**src/rtl/spi_xfer_pkg.sv**
```systemverilog
package spi_xfer_pkg;

    typedef struct packed {
        logic idle_high;
        logic tx_lead;
        logic sample_end;
    } spi_timing_t;

    typedef enum logic {
        ROLE_SLAVE  = 1'b0,
        ROLE_MASTER = 1'b1
    } spi_role_e;

    // serial clock level during a half period of the given parity
    function automatic logic sck_level(input logic idle, input logic lead, input logic odd_half);
        return idle ^ (lead ? ~odd_half : odd_half);
    endfunction

    // an edge that lands on new_lvl is the output-change edge
    function automatic logic is_tx_edge(input logic idle, input logic lead, input logic new_lvl);
        return ((new_lvl != idle) == lead);
    endfunction

endpackage

```
**src/rtl/spi_master_timer.sv**
```systemverilog
module spi_master_timer
    import spi_xfer_pkg::*;
#(
    parameter int DATA_W = 8,
    parameter int DIV_W  = 4
) (
    input  logic             clk,
    input  logic             rst,
    input  logic             start,
    input  logic [DIV_W-1:0] half_div,
    input  logic             idle_high,
    input  logic             tx_lead,
    output logic             run,
    output logic             sck,
    output logic             mid_ev,
    output logic             shift_ev,
    output logic             last_half
);
    localparam int HALVES = 2 * DATA_W;
    localparam int HW     = $clog2(HALVES);

    logic [DIV_W-1:0] cnt;
    logic [HW-1:0]    half;
    logic             tick;

    assign tick      = run && (cnt == half_div);
    assign mid_ev    = tick && !half[0];
    assign shift_ev  = tick && half[0];
    assign last_half = (half == HW'(HALVES - 1));
    assign sck       = run ? sck_level(idle_high, tx_lead, half[0]) : idle_high;

    always_ff @(posedge clk) begin
        if (rst) begin
            run  <= 1'b0;
            cnt  <= '0;
            half <= '0;
        end else if (start) begin
            run  <= 1'b1;
            cnt  <= '0;
            half <= '0;
        end else if (run) begin
            if (cnt == half_div) begin
                cnt <= '0;
                if (last_half) run  <= 1'b0;
                else           half <= half + 1'b1;
            end else begin
                cnt <= cnt + 1'b1;
            end
        end
    end
endmodule

```
**src/rtl/spi_slave_front.sv**
```systemverilog
module spi_slave_front
    import spi_xfer_pkg::*;
(
    input  logic clk,
    input  logic rst,
    input  logic idle_high,
    input  logic tx_lead,
    input  logic sck_i,
    input  logic ss_n,
    input  logic sdi,
    output logic active,
    output logic cap_ev,
    output logic sh_ev,
    output logic sdi_s
);
    logic [2:0] sck_q;
    logic [1:0] sdi_q;
    logic [1:0] ss_q;
    logic       edge_seen;
    logic       tx_kind;

    assign active    = !ss_q[1];
    assign sdi_s     = sdi_q[1];
    assign edge_seen = sck_q[1] ^ sck_q[2];
    assign tx_kind   = is_tx_edge(idle_high, tx_lead, sck_q[1]);
    assign sh_ev     = active && edge_seen && tx_kind;
    assign cap_ev    = active && edge_seen && !tx_kind;

    always_ff @(posedge clk) begin
        if (rst) begin
            sck_q <= {3{idle_high}};
            sdi_q <= '0;
            ss_q  <= 2'b11;
        end else begin
            sck_q <= {sck_q[1:0], sck_i};
            sdi_q <= {sdi_q[0], sdi};
            ss_q  <= {ss_q[0], ss_n};
        end
    end
endmodule

```
**src/rtl/spi_xfer_engine.sv**
```systemverilog
module spi_xfer_engine
    import spi_xfer_pkg::*;
#(
    parameter int DATA_W = 8,
    parameter int DIV_W  = 4
) (
    input  logic              clk,
    input  logic              rst,
    input  logic              mode_master,
    input  logic              idle_high,
    input  logic              tx_lead,
    input  logic              sample_end,
    input  logic [DIV_W-1:0]  half_div,
    input  logic              wr_en,
    input  logic [DATA_W-1:0] wr_data,
    input  logic              rd_en,
    output logic [DATA_W-1:0] rd_data,
    output logic              buf_full,
    output logic              busy,
    output logic              wcol,
    output logic              sck_o,
    output logic              sdo,
    input  logic              sck_i,
    input  logic              ss_n,
    input  logic              sdi
);
    localparam int BW = $clog2(DATA_W);

    spi_timing_t cfg;
    spi_role_e   role;

    logic m_run, m_sck, m_mid, m_shift, m_last;
    logic s_active, s_cap, s_sh, s_sdi;
    logic accept, start, bit_in;

    logic [DATA_W-1:0] sh, rxbuf;
    logic              samp, pend;
    logic [BW-1:0]     sbits;

    assign cfg    = '{idle_high: idle_high, tx_lead: tx_lead, sample_end: sample_end};
    assign role   = spi_role_e'(mode_master);
    assign busy   = (role == ROLE_MASTER) ? m_run : s_active;
    assign accept = wr_en && !busy;
    assign start  = accept && (role == ROLE_MASTER);
    assign bit_in = cfg.sample_end ? sdi : samp;

    spi_master_timer #(.DATA_W(DATA_W), .DIV_W(DIV_W)) u_timer (
        .clk(clk), .rst(rst), .start(start), .half_div(half_div),
        .idle_high(cfg.idle_high), .tx_lead(cfg.tx_lead),
        .run(m_run), .sck(m_sck), .mid_ev(m_mid), .shift_ev(m_shift), .last_half(m_last)
    );

    spi_slave_front u_front (
        .clk(clk), .rst(rst), .idle_high(cfg.idle_high), .tx_lead(cfg.tx_lead),
        .sck_i(sck_i), .ss_n(ss_n), .sdi(sdi),
        .active(s_active), .cap_ev(s_cap), .sh_ev(s_sh), .sdi_s(s_sdi)
    );

    assign sck_o    = (role == ROLE_MASTER) ? m_sck : cfg.idle_high;
    assign sdo      = sh[DATA_W-1];
    assign rd_data  = rxbuf;

    always_ff @(posedge clk) begin
        if (rst) begin
            sh       <= '0;
            rxbuf    <= '0;
            buf_full <= 1'b0;
            wcol     <= 1'b0;
            samp     <= 1'b0;
            pend     <= 1'b0;
            sbits    <= '0;
        end else begin
            if (rd_en) buf_full <= 1'b0;
            if (wr_en) begin
                if (busy) begin
                    wcol <= 1'b1;
                end else begin
                    sh   <= wr_data;
                    wcol <= 1'b0;
                end
            end
            if (role == ROLE_MASTER) begin
                if (m_mid && !cfg.sample_end) samp <= sdi;
                if (m_shift) begin
                    if (m_last) begin
                        rxbuf    <= {sh[DATA_W-2:0], bit_in};
                        buf_full <= 1'b1;
                    end else begin
                        sh <= {sh[DATA_W-2:0], bit_in};
                    end
                end
            end else if (!s_active) begin
                sbits <= '0;
                pend  <= 1'b0;
            end else begin
                if (s_cap) begin
                    if (sbits == BW'(DATA_W - 1)) begin
                        rxbuf    <= {sh[DATA_W-2:0], s_sdi};
                        buf_full <= 1'b1;
                        sbits    <= '0;
                        pend     <= 1'b0;
                    end else begin
                        samp  <= s_sdi;
                        pend  <= 1'b1;
                        sbits <= sbits + 1'b1;
                    end
                end
                if (s_sh && pend) begin
                    sh   <= {sh[DATA_W-2:0], samp};
                    pend <= 1'b0;
                end
            end
        end
    end
endmodule

```
**config.mk**
```make
export PLATFORM = sky130hd
export DESIGN_NAME = spi_xfer_engine
export DESIGN_NICKNAME = d
export VERILOG_FILES = /design/src/rtl/spi_xfer_pkg.sv /design/src/rtl/spi_master_timer.sv /design/src/rtl/spi_slave_front.sv /design/src/rtl/spi_xfer_engine.sv
export SDC_FILE = /design/constraint.sdc
export NUM_CORES = 1
export LEC_CHECK = 0
export CAP_MARGIN = 15
export CELL_PAD_IN_SITES_DETAIL_PLACEMENT = 1
export CELL_PAD_IN_SITES_GLOBAL_PLACEMENT = 2
export CORE_ASPECT_RATIO = 0.6
export CORE_UTILIZATION = 36
export CTS_BUF_LIST = sky130_fd_sc_hd__clkbuf_2 sky130_fd_sc_hd__clkbuf_4 sky130_fd_sc_hd__clkbuf_8
export CTS_CLUSTER_DIAMETER = 150
export DETAILED_ROUTE_END_ITERATION = 10
export DONT_BUFFER_PORTS = 1
export PLACE_DENSITY = 0.87
export SLEW_MARGIN = 20
export SYNTH_ARGS = -nofsm -noshare
export SYNTH_HDL_FRONTEND = slang
export SYNTH_SLANG_ARGS = --single-unit
```
**constraint.sdc**
```tcl
create_clock -name clk -period 1.8 [get_ports clk]
set_input_delay 0.36 -clock clk [delete_from_list [all_inputs] [get_ports clk]]
set_output_delay 0.36 -clock clk [all_outputs]
set_load 0.1 [all_outputs]
```
Word level (Yosys, flattened, before mapping)
Cells that the tools add are included.
{ "word_totals": {"ff_bits": 39, "inputBits": 23, "out_inout_bits": 13, "word_cells": 100} }
{ "classes": {"n_addsub": 3, "n_eq_ne": 10, "mux": 44, "n_bitwise": 5, "reduce_logical": 25} }
{ "ops": {"columns": ["op", "count"], "rows": [
  ["8-bit 2-to-1 mux", 13],
  ["1-bit 2-to-1 mux", 26],
  ["3-bit 2-to-1 mux", 4],
  ["1-bit logical AND", 10],
  ["4-bit by 1-bit adder with 4-bit output (second input constant)", 2],
  ["2-bit by 1-bit != test with 1-bit output (second input constant)", 3],
  ["2-bit nonzero test", 3],
  ["1-bit zero test", 5],
  ["5-bit AND reduction", 1],
  ["4-bit equality test", 1],
  ["4-bit equality test (second input constant)", 1],
  ["4-bit 2-to-1 mux", 1],
  ["2-bit != test (second input constant)", 2],
  ["2-bit AND reduction", 2],
  ["4-bit AND reduction", 1],
  ["3-bit by 1-bit adder with 3-bit output (second input constant)", 1],
  ["3-bit equality test (second input constant)", 1],
  ["1-bit inverter", 3],
  ["3-bit AND reduction", 1],
  ["3-bit nonzero test", 1],
  ["2-bit OR reduction", 1],
  ["1-bit bitwise XOR", 2],
  ["1-bit equality test", 1],
  ["1-bit != test", 1]
]} }

Logic depth before layout (Yosys ltp)
{ "depth": {"word_depth": 7, "mapped_depth": 7, "mapped_depth_nobuf": 5} }

Cells and area by module
A second synthesis with hierarchy kept.
{ "unflattened": {"cells_unflattened": 202, "area_unflattened_um2": 1854.3} }
{ "by_module_without_submodules": {"columns": ["mod", "instances", "cells_each", "area_each_um2", "seq_area_each_um2"], "rows": [
  ["spi_xfer_engine", 1, 113, 1088.5, 460.4],
  ["spi_master_timer", 1, 65, 520.5, 180.2],
  ["spi_slave_front", 1, 24, 245.2, 140.1]
]} }

Worst setup path before layout
Ideal clock, no wire load.
{ "synth_path": {"path_type": "register to output", "from": "register u_timer.half[0]", "to": "output port sck_o", "t_arrival_ns": 2.364, "t_required_ns": 1.440, "path_slack_ns": -0.924, "stages_incl_launch_ff": 5, "path_buffers": 1, "cell_sequence": "dfxtp_1 clkbuf_1 xor2_1 nand3_1 xnor2_1"} }
{ "synth_between": {"elab_chain_len": 5} }
{ "synth_rtl": {"columns": ["element", "line_no", "source"], "rows": [
  ["from (decl)", "spi_master_timer.sv:23", "logic [HW-1:0] half;"],
  ["from (signal assigned)", "spi_master_timer.sv:45", "else half <= half + 1'b1;"],
  ["1-bit inverter", "spi_xfer_pkg.sv:16", "return idle ^ (lead ? ~odd_half : odd_half);"],
  ["1-bit 2-to-1 mux *", "spi_xfer_pkg.sv:16", null],
  ["1-bit bitwise XOR *", "spi_xfer_pkg.sv:16", null],
  ["1-bit 2-to-1 mux *", "spi_master_timer.sv:30", "assign sck = run ? sck_level(idle_high, tx_lead, half[0]) : idle_high;"],
  ["1-bit 2-to-1 mux *", "spi_xfer_engine.sv:59", "assign sck_o = (role == ROLE_MASTER) ? m_sck : cfg.idle_high;"],
  ["to (decl)", "spi_xfer_engine.sv:21", "output logic sck_o,"]
]} }
Every way passes the cells marked *; elsewhere a longest branch is shown, timed or not.

Final worst setup path
Ends and elaborated chain as after synthesis.

==> impl_metrics.env <==
export IMPL_initial_core_util_pct=38.6
export IMPL_die_area_um2=5370
export IMPL_hold_path_class="input port to flop"
export IMPL_layout_common_cells="38 x dfxtp_1, 21 x mux2i_1, 21 x buf_4, 17 x nand2b_1, 13 x nor2_1"
export IMPL_fin_crit_ns=1.77
export IMPL_cp_start_kind="flop"
export IMPL_diodes=0
export IMPL_p_leak_nw=0.930
export IMPL_synth_seq_cells=39
export IMPL_first_pass_iters=4
export IMPL_cts_max_path_buffers=2
export IMPL_ff2ff_path_depth=5
export IMPL_fillers=548
export IMPL_critPathRequiredTime_ns=1.44
export IMPL_critical_path_class="flop to output pin"
export IMPL_drv_cap=0
export IMPL_syn_cell_area_um2=1830
export IMPL_ir_drop_mv=0.434
export IMPL_async_reset_ff_share_pct=0
export IMPL_reg2reg_from="u_timer.half[0]"
export IMPL_grt_use_total_pct=18.8
export IMPL_grt_overflow=0
export IMPL_yosysWarnings=0
export IMPL_hold_viol_final=0
export IMPL_drive_gt1_share_pct=21.7
export IMPL_final_common_cell="dfxtp_1"
export IMPL_synth_area_per_cell_um2=9.51
export IMPL_whs_ns=0.116
export IMPL_path_clk_slew_ns=0.07
export IMPL_cp_end_kind="output pin"
export IMPL_hold_buffers=0
export IMPL_fp_dieH_um=57.2
export IMPL_numCtsBuffers=5
export IMPL_switching_share_pct=25.4
export IMPL_cts_max_level=2
export IMPL_seqPwrFrac_pct=53.1
export IMPL_path_max_fanout=2
export IMPL_clkPwrFrac_pct=35.4
export IMPL_core_um2=4730
export IMPL_syn_nets=219
export IMPL_synth_main_ff_cell="dfxtp_1"
export IMPL_finalWirelength_um=4590
export IMPL_p_comb_share_pct=11.5
export IMPL_internal_power_w=0.00127
export IMPL_ys_seq_area_share_pct=42.8
export IMPL_arrival_ns=1.41
export IMPL_viasPerCell=5.22
export IMPL_cts_sinks=39
export IMPL_worstHoldPathCells=1
export IMPL_ff2ff_setup_slack_ns=0.06
export IMPL_synth_cell_types=34
export IMPL_grt_pass1_vias=1542
export IMPL_gp_congestion=0.714
export IMPL_utilization_pct=46.0
export IMPL_final_nets=239
export IMPL_max_freq_mhz=564
export IMPL_post_place_cells=267
export IMPL_drc=0
export IMPL_outcome="finished, final reports clean"
export IMPL_clk_insertion_delay_late_ns=0.30
export IMPL_rsz0062_at_grt="yes"
export IMPL_synth_edf_count=0
export IMPL_io_buffers=0
export IMPL_synthCells=192
export IMPL_fin_cells=275
export IMPL_grt_max_degree=44
export IMPL_rr_endpoint="sh[4]"
export IMPL_final_area_um2=2180
export IMPL_antenna_found_initial=0
export IMPL_worst_slew_pin_slew_ns=0.640
export IMPL_power_switching_w=0.000435
export IMPL_hold_start="rst"
export IMPL_ant_nets=0
export IMPL_num_rows=19
export IMPL_drt_iter0_drc=73
export IMPL_die_w_um=93.9
export IMPL_seq_area_um2=782
export IMPL_syn_to_final_growth_pct=19.2
export IMPL_cts_root_buf="clkbuf_8"
export IMPL_wl_per_cell_um=16.7
export IMPL_min_to="buf_full"
export IMPL_fin_skew_ns=0.00754
export IMPL_dpl_instance_area_um2=2050
export IMPL_dp_hpwl_um=3370
export IMPL_vias=1435
export IMPL_grt_pass1_wl_um=7410
export IMPL_ioPinCount=36
export IMPL_slew_viol_final=0
export IMPL_multi_input_area_um2=1020
export IMPL_finalSetupViolCount=0
export IMPL_final_period_utilization_pct=98.5
export IMPL_p_per_area_nw_per_um2=786
export IMPL_max_slew_margin_pct=57.2
export IMPL_cts_tree="done"
worst max-delay path by stage:
stage / startpoint / endpoint / slack, ns
floorplan: u_timer.half[0] / sck_o / -0.30
global placement: idle_high / rd_data[7] / -0.01
detailed placement: idle_high / rd_data[3] / -0.06
CTS: u_timer.half[0] / sck_o / -0.02
global route: u_timer.half[0] / sck_o / -0.09
finish: u_timer.half[0] / sck_o / 0.03
what timing repair did:
| item | 4_1_cts | 5_1_grt |
|---|---|---|
| resized for setup | 5 | 3 |
| hold endpoints to repair | 0 | 0 |
| setup endpoints to repair | 4 | 9 |
| setup buffers | 1 | 0 |
| pin swaps | 3 | 4 |
per-stage QoR:
step	setup TNS [ns]	setup slack, ns	total power (W)
global route	-0.125	-0.0919	0.00177
global placement	-0.0537	-0.0119	0.00111
CTS	-0.0201	-0.0201	0.00173
floorplan	-0.303	-0.303	0.00108
finish	0	0.0271	0.00171
detailed placement	-0.148	-0.0637	0.00112
state kept, by name, summed over array words and instances, names as in the netlist:
register       count
u_front.ss_q       2
u_timer.run        1
u_front.sck_q      3
buf_full           1
sbits              3
wcol               1
u_timer.half       4
u_front.sdi_q      2
rd_data            8
sh                 8
samp               1
u_timer.cnt        4
pend               1
power by group through the flow:
stage | Combinational (W) | Sequential, W | Clock [W]
after floorplan | 0.000140 | 0.000941 | 0
after global placement | 0.000187 | 0.000925 | 0
after detailed placement | 0.000194 | 0.000927 | 0
after CTS | 0.000197 | 0.000907 | 0.000623
after global routing | 0.000212 | 0.000910 | 0.000650
final | 0.000197 | 0.000907 | 0.000606
cell usage after synthesis, types with 4 or more instances:
library cell	number	area [um^2]
a211oi_1	8	60.1
clkbuf_1	8	30.0
inv_1	4	15.0
ha_1	4	50.1
dfxtp_1	39	781
nor2b_1	6	37.5
nand3_1	4	20.0
xor2_1	4	35.0
nand2_1	4	15.0
o21ai_0	5	25.0
xnor2_1	8	70.1
a21oi_1	12	60.1
nor2_1	15	56.3
nand3b_1	4	30.0
nand2b_1	17	106
mux2i_1	21	210
worst max-delay path: stages (launching register included):
cell	delay, ns
dfxtp_2	0.33
buf_6	0.12
xor2_1	0.13
nand3_1	0.14
xnor2_2	0.20
buf_12	0.20
cell families (layout without fill, tap and decap cells):
logic type	count (synthesis)	in the layout	share of synthesized area, %
multiplexers	25	25	14.2
adder cells (fa/ha/maj)	4	4	2.74
AND/OR/NAND/NOR	66	66	20.1
XOR/XNOR	12	12	5.76
flip-flops	39	39	42.8
buffers and inverters	14	34	3.36
AO/OA/AOI/OAI	32	32	11.1
area by class of cell:
type | instances | area share, %
clock inverters | 1 | 0.230
clock buffers | 6 | 3.80
repair buffers | 23 | 8.68
inverters | 4 | 0.690
flip-flops and latches | 39 | 35.9
multi-input cells | 139 | 47.0
well taps | 63 | 3.62
metal layers:
metal / GRT usage (%) / share of wire (%) / wire [um] / up-vias
met3: 6.13 / 6.3 / 288 / 5
li1: - / - / - / 704
met1: 21.9 / 45 / 2070 / 694
met2: 31.3 / 47 / 2160 / 32
met4: 9.45 / 1.4 / 65 / 0
met5: 0 / 0 / 0 / -
Note: power is estimated with default switching activity, not from simulation.
